<file path="src/rtl/fbclk_pkg.sv">
package fbclk_pkg;
  localparam int unsigned FRAC_BITS = 8;  // filter state fraction
  localparam int unsigned GAIN_SHR  = 1;  // period steer = y / 2^(FRAC+GAIN)
  localparam int unsigned PER_FLOOR = 4;
endpackage

</file>
<file path="src/rtl/fb_clk_div.sv">
module fb_clk_div #(
  parameter int unsigned PW = 10,
  parameter int unsigned CW = 8
) (
  input  logic          clk_i,
  input  logic          rst_ni,
  input  logic          tick_i,
  input  logic [PW-1:0] per_i,
  input  logic [PW-1:0] per_nxt_i,
  input  logic [CW-1:0] phase_i,
  input  logic [CW-1:0] duty_i,
  output logic [PW-1:0] cnt_o,
  output logic          last_o,
  output logic          clk50_o,
  output logic          clk_ph_o
);
  localparam int unsigned MW = PW + CW;

  logic [PW-1:0] cnt_q, cnt_n;

  function automatic logic ph_level(input logic [PW-1:0] c, input logic [PW-1:0] p,
                                    input logic [CW-1:0] ph, input logic [CW-1:0] du);
    logic [MW-1:0] sp, wp;
    logic [PW-1:0] s, w, d;
    sp = MW'(ph) * MW'(p);
    wp = MW'(du) * MW'(p);
    s  = sp[MW-1:CW];
    w  = wp[MW-1:CW];
    d  = (c >= s) ? c - s : c + p - s;
    return d < w;
  endfunction

  assign last_o = tick_i && (cnt_q == per_i - 1'b1);
  assign cnt_n  = !tick_i ? cnt_q : (last_o ? '0 : cnt_q + 1'b1);
  assign cnt_o  = cnt_q;

  always_ff @(posedge clk_i or negedge rst_ni) begin
    if (!rst_ni) begin
      cnt_q    <= '0;
      clk50_o  <= 1'b1;
      clk_ph_o <= 1'b0;
    end else begin
      cnt_q    <= cnt_n;
      clk50_o  <= cnt_n < (per_nxt_i >> 1);
      clk_ph_o <= ph_level(cnt_n, per_nxt_i, phase_i, duty_i);
    end
  end


  cnt_range_chk: assert property (@(posedge clk_i) disable iff (!rst_ni) cnt_q < per_i);

  c50_rise_chk: assert property (@(posedge clk_i) disable iff (!rst_ni)
    $rose(clk50_o) |-> cnt_q == '0);
endmodule

</file>
<file path="src/rtl/fb_phase_det.sv">
module fb_phase_det #(
  parameter int unsigned PW = 10,
  parameter int unsigned EW = PW + 2
) (
  input  logic                 clk_i,
  input  logic                 rst_ni,
  input  logic                 tick_i,
  input  logic                 fb_i,
  input  logic [PW-1:0]        cnt_i,
  input  logic [PW-1:0]        per_i,
  input  logic                 last_i,
  output logic signed [EW-1:0] err_o
);
  logic fb_s1, fb_s2, fb_prev, got_q, edge_w;
  logic [PW-1:0] half, centre;
  logic signed [EW-1:0] err_now, err_q;

  assign half    = per_i >> 1;
  assign centre  = half + ((per_i - half) >> 1);
  assign err_now = $signed(EW'(cnt_i)) - $signed(EW'(centre));
  assign edge_w  = tick_i && fb_s2 && !fb_prev;
  assign err_o   = got_q ? err_q : (edge_w ? err_now : '0);

  always_ff @(posedge clk_i or negedge rst_ni) begin
    if (!rst_ni) begin
      fb_s1   <= 1'b0;
      fb_s2   <= 1'b0;
      fb_prev <= 1'b0;
      got_q   <= 1'b0;
      err_q   <= '0;
    end else begin
      fb_s1 <= fb_i;
      fb_s2 <= fb_s1;
      if (tick_i) fb_prev <= fb_s2;
      if (last_i) begin
        got_q <= 1'b0;
      end else if (edge_w && !got_q) begin
        got_q <= 1'b1;
        err_q <= err_now;
      end
    end
  end


  got_set_chk: assert property (@(posedge clk_i) disable iff (!rst_ni)
    $rose(got_q) |-> $past(edge_w));

  got_clr_chk: assert property (@(posedge clk_i) disable iff (!rst_ni)
    last_i |=> !got_q);
endmodule

</file>
<file path="src/rtl/fb_loop_filter.sv">
module fb_loop_filter
  import fbclk_pkg::*;
#(
  parameter int unsigned PW      = 10,
  parameter int unsigned EW      = PW + 2,
  parameter int unsigned KW      = 4,
  parameter int unsigned RST_PER = 240
) (
  input  logic                 clk_i,
  input  logic                 rst_ni,
  input  logic                 last_i,
  input  logic signed [EW-1:0] err_i,
  input  logic [KW-1:0]        k_i,
  input  logic [PW-1:0]        min_i,
  input  logic [PW-1:0]        max_i,
  output logic [PW-1:0]        per_o,
  output logic [PW-1:0]        per_nxt_o
);
  localparam int unsigned YW = EW + FRAC_BITS;

  logic signed [YW-1:0] y_q, y_n;
  logic signed [YW:0]   diff, cand, c1, c2, c3;
  logic [PW-1:0]        per_q;

  always_comb begin
    diff = ((YW+1)'(err_i) <<< FRAC_BITS) - (YW+1)'(y_q);
    y_n  = y_q + YW'(diff >>> k_i);
    cand = (YW+1)'(RST_PER) + (YW+1)'(y_n >>> (FRAC_BITS + GAIN_SHR));
    c1   = (cand < $signed((YW+1)'(min_i))) ? $signed((YW+1)'(min_i)) : cand;
    c2   = (c1 > $signed((YW+1)'(max_i))) ? $signed((YW+1)'(max_i)) : c1;
    c3   = (c2 < $signed((YW+1)'(PER_FLOOR))) ? $signed((YW+1)'(PER_FLOOR)) : c2;
  end

  assign per_nxt_o = last_i ? PW'(c3) : per_q;
  assign per_o     = per_q;

  always_ff @(posedge clk_i or negedge rst_ni) begin
    if (!rst_ni) begin
      y_q   <= '0;
      per_q <= PW'(RST_PER);
    end else if (last_i) begin
      y_q   <= y_n;
      per_q <= PW'(c3);
    end
  end


  per_hold_chk: assert property (@(posedge clk_i) disable iff (!rst_ni)
    !last_i |=> $stable(per_q));

  per_floor_chk: assert property (@(posedge clk_i) disable iff (!rst_ni)
    per_q >= PW'(PER_FLOOR));
endmodule

</file>
<file path="src/rtl/fb_clk_gen.sv">
module fb_clk_gen #(
  parameter int unsigned PW      = 10,
  parameter int unsigned CW      = 8,
  parameter int unsigned KW      = 4,
  parameter int unsigned RST_PER = 240
) (
  input  logic          clk_i,
  input  logic          rst_ni,
  input  logic          fb_i,
  input  logic [KW-1:0] tc_shift_i,
  input  logic [PW-1:0] per_min_i,
  input  logic [PW-1:0] per_max_i,
  input  logic [CW-1:0] phase_i,
  input  logic [CW-1:0] duty_i,
  output logic          clk50_o,
  output logic          clk_ph_o,
  output logic [PW-1:0] period_o
);
  localparam int unsigned EW = PW + 2;

  logic tick_q, last_w;
  logic [PW-1:0] cnt_w, per_w, per_nxt_w;
  logic signed [EW-1:0] err_w;

  always_ff @(posedge clk_i or negedge rst_ni) begin
    if (!rst_ni) tick_q <= 1'b0;
    else         tick_q <= !tick_q;
  end

  fb_clk_div #(.PW(PW), .CW(CW)) u_div (
    .clk_i, .rst_ni, .tick_i(tick_q), .per_i(per_w), .per_nxt_i(per_nxt_w),
    .phase_i, .duty_i, .cnt_o(cnt_w), .last_o(last_w), .clk50_o, .clk_ph_o
  );

  fb_phase_det #(.PW(PW), .EW(EW)) u_det (
    .clk_i, .rst_ni, .tick_i(tick_q), .fb_i, .cnt_i(cnt_w), .per_i(per_w),
    .last_i(last_w), .err_o(err_w)
  );

  fb_loop_filter #(.PW(PW), .EW(EW), .KW(KW), .RST_PER(RST_PER)) u_lf (
    .clk_i, .rst_ni, .last_i(last_w), .err_i(err_w), .k_i(tc_shift_i),
    .min_i(per_min_i), .max_i(per_max_i), .per_o(per_w), .per_nxt_o(per_nxt_w)
  );

  assign period_o = per_w;


  tick_alt_chk: assert property (@(posedge clk_i) disable iff (!rst_ni)
    last_w |=> !last_w);
endmodule

</file>
<file path="config.mk">
export PLATFORM = sky130hd
export DESIGN_NAME = fb_clk_gen
export DESIGN_NICKNAME = d
export VERILOG_FILES = /design/src/rtl/fbclk_pkg.sv /design/src/rtl/fb_clk_div.sv /design/src/rtl/fb_phase_det.sv /design/src/rtl/fb_loop_filter.sv /design/src/rtl/fb_clk_gen.sv
export SDC_FILE = /design/constraint.sdc
export NUM_CORES = 1
export LEC_CHECK = 0
export CORE_MARGIN = 2
export CORE_UTILIZATION = 54
export DETAILED_ROUTE_END_ITERATION = 10
export PLACE_DENSITY = 0.78
export SLEW_MARGIN = 30
export SYNTH_ARGS = -nofsm -noshare
export SYNTH_HDL_FRONTEND = slang
export SYNTH_HIERARCHICAL = 1
export SYNTH_SLANG_ARGS = --single-unit
</file>
<file path="constraint.sdc">
create_clock -name clk_i -period 22.8 [get_ports clk_i]
set_clock_uncertainty 0.2 [all_clocks]
set_input_delay 4.56 -clock clk_i [delete_from_list [all_inputs] [get_ports clk_i]]
set_output_delay 4.56 -clock clk_i [all_outputs]
set_load 0.02 [all_outputs]
</file>
=== Yosys cells after proc, flatten, opt, wreduce, memory -nomap -nowiden ===
Index checks and enable logic that the tools add are counted.

* Bits in writable memories: 0
* Latch bits: 0
* Memories kept: 0
* Bits in registers: 59
* Bits of input ports: 43
* Word-level logic and storage cells: 53
* Output and inout bits: 12
* Memory bits (read-only): 0

* Div/mod/pow operators: 0
* $add $sub $neg: 11
* $lt $le $gt $ge: 6
* Reduce and logical (&&, ||, !) cells: 9
* Multiplexer cells: 11
* Bitwise operators: 1
* Shifts and indexed selects: 1
* Eq/ne operators: 1
* Multipliers: 2

{| class="wikitable"
|+ Operator list
! operator !! number
|-
| 2-to-1 mux 10 bit || 5
|-
| 2-to-1 mux 21 bit || 2
|-
| multiplier 8 x 10 -> 18 bit || 2
|-
| 2-to-1 mux 12 bit || 2
|-
| > comparator 21 x 11 -> 1 bit || 1
|-
| < comparator 21 x 11 -> 1 bit || 1
|-
| < comparator 21 x 4 -> 1 bit, second input constant || 1
|-
| >>> shifter 21 x 4 -> 20 bit || 1
|-
| subtractor 20 x 20 -> 21 bit || 1
|-
| adder 20 bit || 1
|-
| subtractor 10 bit || 2
|-
| adder 9 x 11 -> 12 bit, first input constant || 1
|-
| subtractor 10 x 10 -> 11 bit || 1
|-
| adder 10 x 1 -> 10 bit, second input constant || 1
|-
| adder 10 bit || 1
|-
| adder 9 x 9 -> 10 bit || 1
|-
| equality test 10 bit || 1
|-
| >= comparator 10 bit || 1
|-
| < comparator 10 bit || 1
|-
| < comparator 10 x 9 -> 1 bit || 1
|-
| subtractor 10 x 1 -> 10 bit, second input constant || 1
|-
| subtractor 10 x 9 -> 10 bit || 1
|-
| logical AND 1 bit || 4
|-
| zero test 1 bit || 3
|-
| other kinds (4) || 5
|}

=== Longest topological paths before layout ===
* Depth in word-level cells: 20
* Mapped depth: 100
* Mapped depth without buffers: 95

=== By module ===
The synthesis kept the hierarchy.

{| class="wikitable"
|+ Modules (own cells, without submodules)
! module !! sequential area each (µm²) !! instances !! cells an instance !! area each (µm²)
|-
| fb_clk_div || 301.5 || 1 || 909 || 7638.6
|-
| fb_loop_filter || 755.7 || 1 || 620 || 4732.0
|-
| fb_phase_det || 375.4 || 1 || 205 || 1739.2
|-
| fb_clk_gen || 25.0 || 1 || 2 || 28.8
|}

=== Least setup slack after synthesis ===
No wires, ideal clock.

* Kind: input to register
* Start: input port tc_shift_i[0]
* End: register u_div.clk_ph_o
* Stages: 79
* Buffers on the path: 8
* Arrival time: 19229 ps
* Setup time: 80 ps
* Slack: 3291 ps
* Data required time: 22520 ps
* Cells stage by stage: clkbuf_1 > clkbuf_1 > clkbuf_1 > nor2_1 > a21oi_1 > mux2i_1 > mux2i_1 > nand2_1 > o21ai_0 > ha_1 > inv_1 > fa_1 > nand2b_1 > a21oi_1 > o211ai_1 > a31o_1 > a311oi_1 > and3_1 > (+43 left out) > nand2_1 > o32a_2 > a21o_1 > buf_6 > buf_6 > nand2_1 > o21ai_1 > ha_1 > nor2b_1 > o21ai_0 > nand2b_1 > a21oi_1 > nor2b_1 > o21ai_0 > nand2b_1 > a21oi_1 > nand3b_1 > o211ai_2

* Word-level cells in the longest chain between the ends: 14
* Elaborated cells between the ends (all ways): 18
* Classes of those cells: 5 x add/sub; 2 x mul; 5 x order compare; 1 x shift; 5 x mux

{| class="wikitable"
|+ Ends and longest elaborated chain
! item !! RTL line !! text
|-
| start, declared || fb_clk_gen.sv:10 || <nowiki>input logic [KW-1:0] tc_shift_i,</nowiki>
|-
| >>> shifter 21 x 4 -> 20 bit (*) || fb_loop_filter.sv:27 || <nowiki>y_n = y_q + YW'(diff >>> k_i);</nowiki>
|-
| adder 20 bit (*) || fb_loop_filter.sv:27 ||
|-
| adder 9 x 11 -> 12 bit (*) || fb_loop_filter.sv:28 || <nowiki>cand = (YW+1)'(RST_PER) + (YW+1)'(y_n >>> (FRAC_BITS + GAIN_SHR));</nowiki>
|-
| < comparator 21 x 11 -> 1 bit || fb_loop_filter.sv:29 || <nowiki>c1 = (cand < $signed((YW+1)'(min_i))) ? $signed((YW+1)'(min_i)) : cand;</nowiki>
|-
| 2-to-1 mux 21 bit (*) || fb_loop_filter.sv:29 ||
|-
| > comparator 21 x 11 -> 1 bit || fb_loop_filter.sv:30 || <nowiki>c2 = (c1 > $signed((YW+1)'(max_i))) ? $signed((YW+1)'(max_i)) : c1;</nowiki>
|-
| 2-to-1 mux 21 bit (*) || fb_loop_filter.sv:30 ||
|-
| < comparator 21 x 4 -> 1 bit || fb_loop_filter.sv:31 || <nowiki>c3 = (c2 < $signed((YW+1)'(PER_FLOOR))) ? $signed((YW+1)'(PER_FLOOR)) : c2;</nowiki>
|-
| 2-to-1 mux 10 bit (*) || fb_loop_filter.sv:31 ||
|-
| 2-to-1 mux 10 bit (*) || -- ||
|-
| net per_nxt_w[2] || fb_clk_gen.sv:22 || <nowiki>logic [PW-1:0] cnt_w, per_w, per_nxt_w;</nowiki>
|-
| multiplier 8 x 10 -> 18 bit / adder 10 bit (equally long branches) || fb_clk_div.sv:25, fb_clk_div.sv:29 ||
|-
| subtractor 10 bit / >= comparator 10 bit (equally long branches) || fb_clk_div.sv:29 || <nowiki>d = (c >= s) ? c - s : c + p - s;</nowiki>
|-
| 2-to-1 mux 10 bit || fb_clk_div.sv:29 ||
|-
| < comparator 10 bit (*) || fb_clk_div.sv:30 || <nowiki>return d < w;</nowiki>
|-
| end signal, assigned || fb_clk_div.sv:45 || <nowiki>clk_ph_o <= ph_level(cnt_n, per_nxt_i, phase_i, duty_i);</nowiki>
|-
| end, declared || fb_clk_div.sv:15 || <nowiki>output logic clk_ph_o</nowiki>
|}

Mark *: on every way through the listed nets, which the timed path passes. The rest lies on a longest branch.
A chain may end at the register's enable or synchronous reset.

=== Final worst setup path ===
* Start: input port tc_shift_i[2]
* End: register u_div.clk_ph_o

Same word-level chain as after synthesis.

==> report_table.html <==
<table>
<tr><th>Metric</th><th>Value</th></tr>
<tr><th colspan="2">Logic synthesis</th></tr>
<tr><td>Synth warnings</td><td>6</td></tr>
<tr><td>Async set-reset flop share out of synthesis</td><td>100.0%</td></tr>
<tr><td>Synth Cell Area</td><td>14140 sq um</td></tr>
<tr><td>Share of synthesized area occupied by flip-flops and latches</td><td>10.31%</td></tr>
<tr><td>Main flop type after synthesis</td><td>sky130_fd_sc_hd__dfrtp_1</td></tr>
<tr><td>Post-Syn Nets</td><td>2069</td></tr>
<tr><td>Post-synth EDFFs</td><td>0</td></tr>
<tr><td>Mean area per synthesized cell</td><td>8.144 sq um</td></tr>
<tr><td>Syn Inst Count</td><td>1736</td></tr>
<tr><td>Synth cell types</td><td>106</td></tr>
<tr><td>Register bit count reported by yosys</td><td>58</td></tr>
<tr><th colspan="2">Cells and area</th></tr>
<tr><td>Synthesis-to-layout area growth</td><td>8.248%</td></tr>
<tr><td>Count of filler cells inserted in the layout</td><td>2310</td></tr>
<tr><td>Number of nets in the final layout</td><td>2088</td></tr>
<tr><td>Sequential standard cell area</td><td>1458 sq um</td></tr>
<tr><td>Area of the multi-input gates</td><td>11470 sq um</td></tr>
<tr><td>Share of post-route cells with drive strength above 1</td><td>6.307%</td></tr>
<tr><td>Top library cells by usage in the layout, fill and taps aside</td><td>sky130_fd_sc_hd__inv_1, sky130_fd_sc_hd__ha_1, sky130_fd_sc_hd__nand2_1, sky130_fd_sc_hd__and2_1, sky130_fd_sc_hd__fa_1</td></tr>
<tr><td>Diode insertion count for antenna repair</td><td>0</td></tr>
<tr><td>Commonest non-fill, non-tap cell in the layout</td><td>sky130_fd_sc_hd__inv_1</td></tr>
<tr><th colspan="2">STA</th></tr>
<tr><td>Setup Viol. Count Final</td><td>0</td></tr>
<tr><td>Slew at the pin with the worst max-slew slack</td><td>1.018 ns</td></tr>
<tr><td>Fmax</td><td>0.04657 GHz</td></tr>
<tr><td>Max Slew Vio Count</td><td>0</td></tr>
<tr><td>Period utilization</td><td>94.18%</td></tr>
<tr><td>Final number of hold-violating endpoints</td><td>0</td></tr>
<tr><td>Setup slack after layout</td><td>1.328 ns</td></tr>
<tr><td>Worst-case hold slack</td><td>0.1495 ns</td></tr>
<tr><td>Unrepaired setup endpoints after global routing</td><td>false</td></tr>
<tr><td>Rel. slew slack</td><td>32.16%</td></tr>
<tr><td>Sum of negative setup slack</td><td>0 ns</td></tr>
<tr><td>Minimum clock period</td><td>21.47 ns</td></tr>
<tr><th colspan="2">Setup path</th></tr>
<tr><td>Delay of the slowest cell on the worst path</td><td>1.05 ns</td></tr>
<tr><td>Critical path startpoint</td><td>tc_shift_i[2]</td></tr>
<tr><td>Crit end category</td><td>register</td></tr>
<tr><td>Path type of the worst setup path</td><td>in2reg</td></tr>
<tr><td>Worst Path Arrival</td><td>21.53 ns</td></tr>
<tr><td>Worst reg-to-reg setup slack</td><td>1.58 ns</td></tr>
<tr><td>CP Data Required Time</td><td>22.86 ns</td></tr>
<tr><td>Launch point of the worst reg-to-reg path</td><td>u_lf/per_o[6]$_DFF_PN1_</td></tr>
<tr><td>Depth of the most critical reg-to-reg path</td><td>87</td></tr>
<tr><td>Maximum fanout along the worst path</td><td>26</td></tr>
<tr><td>Critical Path Start Type</td><td>input port</td></tr>
<tr><td>Slowest stage cell on the critical path</td><td>sky130_fd_sc_hd__clkdlybuf4s50_1</td></tr>
<tr><th colspan="2">Placed design</th></tr>
<tr><td>Final Wtd Congestion</td><td>0.9699</td></tr>
<tr><td>Port Buffer Count</td><td>54</td></tr>
<tr><td>Post-placement setup slack</td><td>1.116 ns</td></tr>
<tr><td>Final HPWL from detailed placement</td><td>30420 um</td></tr>
<tr><th colspan="2">Clock tree</th></tr>
<tr><td>Depth of the CTS H-tree</td><td>3</td></tr>
<tr><td>Clock slew at reported path FFs</td><td>0.06 ns</td></tr>
<tr><td>Buffer depth of the longest clock path</td><td>2</td></tr>
<tr><td>Cell at the root of the clock tree</td><td>sky130_fd_sc_hd__clkbuf_16</td></tr>
<tr><td>Number of hold-repair buffers added at the cts stage</td><td>0</td></tr>
<tr><td>CTS tree</td><td>built</td></tr>
<tr><td>Total clock buffers created by CTS</td><td>9</td></tr>
<tr><td>Clk_lat worst skew</td><td>0.34 ns</td></tr>
<tr><td>Sinks on Clock Net</td><td>58</td></tr>
<tr><th colspan="2">Detailed routing</th></tr>
<tr><td>Starting DRC count in detailed routing</td><td>904</td></tr>
<tr><td>DR vias/cell</td><td>6.014</td></tr>
<tr><td>DRC violations left</td><td>0</td></tr>
<tr><td>Final routed wire length divided by cell count</td><td>18.28 um</td></tr>
<tr><td>Antenna Nets Post-Route</td><td>0</td></tr>
<tr><td>Routed vias</td><td>12.60k</td></tr>
<tr><td>Routed wire length</td><td>38290 um</td></tr>
<tr><td>Number of detailed-routing iterations run before antenna repair</td><td>6</td></tr>
<tr><th colspan="2">Run</th></tr>
<tr><td>Max-cap violations</td><td>0</td></tr>
<tr><th colspan="2">Global route</th></tr>
<tr><td>Initial antenna violation count</td><td>0</td></tr>
<tr><td>Maximum number of pins on one net before global-route repair</td><td>59</td></tr>
<tr><td>Overflow after GRT</td><td>0</td></tr>
<tr><td>Global-route wire length before repair</td><td>62850 um</td></tr>
<tr><td>Combined global-route utilization of all metal layers</td><td>27.79%</td></tr>
<tr><td>Vias in the first global route</td><td>12.77k</td></tr>
<tr><th colspan="2">Power</th></tr>
<tr><td>P_sw</td><td>1.265 mW</td></tr>
<tr><td>IR drop worst, VDD</td><td>0.3512 mV</td></tr>
<tr><td>Logic gate share of total power</td><td>88.9%</td></tr>
<tr><td>Cell Int Power</td><td>1.202 mW</td></tr>
<tr><td>Sequential fraction of design power</td><td>4.4%</td></tr>
<tr><td>Fraction of power spent switching nets</td><td>51.29%</td></tr>
<tr><td>Fraction of power consumed by the clock network</td><td>6.7%</td></tr>
<tr><td>Leakage power figure</td><td>7.665 nW</td></tr>
<tr><td>Total power</td><td>2.467 mW</td></tr>
<tr><td>Total power density per cell area</td><td>161.2 nW/um^2</td></tr>
<tr><th colspan="2">Hold path</th></tr>
<tr><td>Hold path depth</td><td>0</td></tr>
<tr><td>Start point of the worst min-delay path</td><td>u_det/fb_s1$_DFF_PN0_</td></tr>
<tr><td>Worst min path class</td><td>reg2reg</td></tr>
<tr><th colspan="2">Run status</th></tr>
<tr><td>Status</td><td>completed</td></tr>
<tr><th colspan="2">Floorplanning</th></tr>
<tr><td>Initial standard-cell utilization of the core</td><td>54.57%</td></tr>
<tr><td>Chip Width</td><td>165.8 um</td></tr>
<tr><td>Vertical die dimension</td><td>165.8 um</td></tr>
<tr><td>Placeable core region</td><td>25910 sq um</td></tr>
<tr><td>Core Rows</td><td>59</td></tr>
<tr><td>Die area</td><td>27490 sq um</td></tr>
<tr><td>Boundary Pins</td><td>55</td></tr>
</table>
-- repair_timing --
item | CTS | global route
endpoints found under the setup margin | 0 | 1
gates resized for setup | 0 | 1
setup buffers | 0 | 0
-- per-stage QoR --
step	std cells	utilization, %	area [sq um]
global route	2095	59.07	15300
global placement	2079	57.67	14940
detailed placement	2079	57.67	14940
floorplan	1736	-	14140
finish	2095	59.07	15300
CTS	2095	59.02	15290
-- power groups by stage --
stage          sequential [mW]  combinational (mW)  clock (mW)
3_3_place_gp             0.111                2.09           0
5_1_grt                  0.110                2.45       0.170
2_1_floorplan            0.112                1.72           0
6_report                 0.109                2.19       0.165
4_1_cts                  0.109                2.17       0.166
3_5_place_dp             0.111                2.15           0
-- area by class of cell --
class | count | area share, %
inverter | 253 | 6.238
multi-input combinational | 1364 | 74.98
sequential | 58 | 9.524
tap | 335 | 2.739
clock buffer | 9 | 1.472
clock inverter | 7 | 0.8175
timing repair buffer | 69 | 4.235
-- per-layer routing --
layer / part of all wire [%] / track usage, % / wire length, um / vias to the layer above
met3: 4.1 / 2.788 / 1559 / 116
met4: 5.3 / 14.06 / 2013 / 0
met5: 0 / 0 / 0 / -
li1: - / - / - / 5933
met2: 49 / 48.78 / 18900 / 423
met1: 41 / 34.01 / 15820 / 6127
-- final timing paths --
path / end
setup / recovery: u_div/clk_ph_o$_DFF_PN0_
hold / removal: u_det/fb_s2$_DFF_PN0_
setup reg to reg: u_div/clk_ph_o$_DFF_PN0_
hold reg to reg: u_det/fb_s2$_DFF_PN0_
max in group asynchronous: u_lf/y_q[17]$_DFFE_PN0P_
min in group asynchronous: u_lf/y_q[6]$_DFFE_PN0P_
-- kinds of logic after synthesis --
group,count (synthesis),synth area share (%)
flops,58,10.31
simple gates,528,19.50
fa+ha+maj,293,31.66
mux,64,4.991
buf+inv,314,8.664
compound gates,368,17.69
xor+xnor,111,7.177
-- registers in the layout, indices dropped and copies added (netlist names) --
signal / count
u_lf/y_q: 20
u_det/err_q: 11
u_div/cnt_o: 10
u_lf/per_o: 10
tick_q: 1
u_det/fb_prev: 1
u_det/fb_s1: 1
u_det/fb_s2: 1
u_det/got_q: 1
u_div/clk50_o: 1
u_div/clk_ph_o: 1
-- critical path: cells and delay by family --
kind / cells / cell delay [ns]
mux: 3 / 0.90
fa+ha+maj: 13 / 4.76
buf+inv: 8 / 1.88
simple gates: 16 / 1.89
compound gates: 29 / 7.06
xor+xnor: 2 / 0.46
-- synth_stat cells, drive strengths merged, types with 12 or more instances --
| library cell | n | area, sq um |
|---|---|---|
| inv | 253 | 954.7 |
| nor2 | 97 | 392.9 |
| or3 | 16 | 105.1 |
| fa | 109 | 2182 |
| nand2b | 21 | 131.4 |
| ha | 181 | 2265 |
| o21ai | 74 | 374.1 |
| clkbuf | 49 | 183.9 |
| xnor2 | 75 | 671.9 |
| mux2i | 36 | 360.4 |
| nand3 | 23 | 120.1 |
| a21o | 28 | 210.2 |
| o21a | 12 | 91.34 |
| nor2b | 21 | 131.4 |
| xor2 | 34 | 297.8 |
| buf | 12 | 86.33 |
| o211ai | 15 | 132.6 |
| o31ai | 12 | 113.9 |
| nand4 | 15 | 93.84 |
| mux2 | 26 | 300.3 |
| a31oi | 17 | 106.4 |
| and2 | 109 | 681.9 |
| dfrtp | 53 | 1326 |
| a211oi | 25 | 192.7 |
| nor3 | 28 | 145.1 |
| nand2 | 149 | 564.3 |
| a21oi | 99 | 506.7 |
| and3 | 17 | 106.4 |
(Power assumes the default switching activity.)
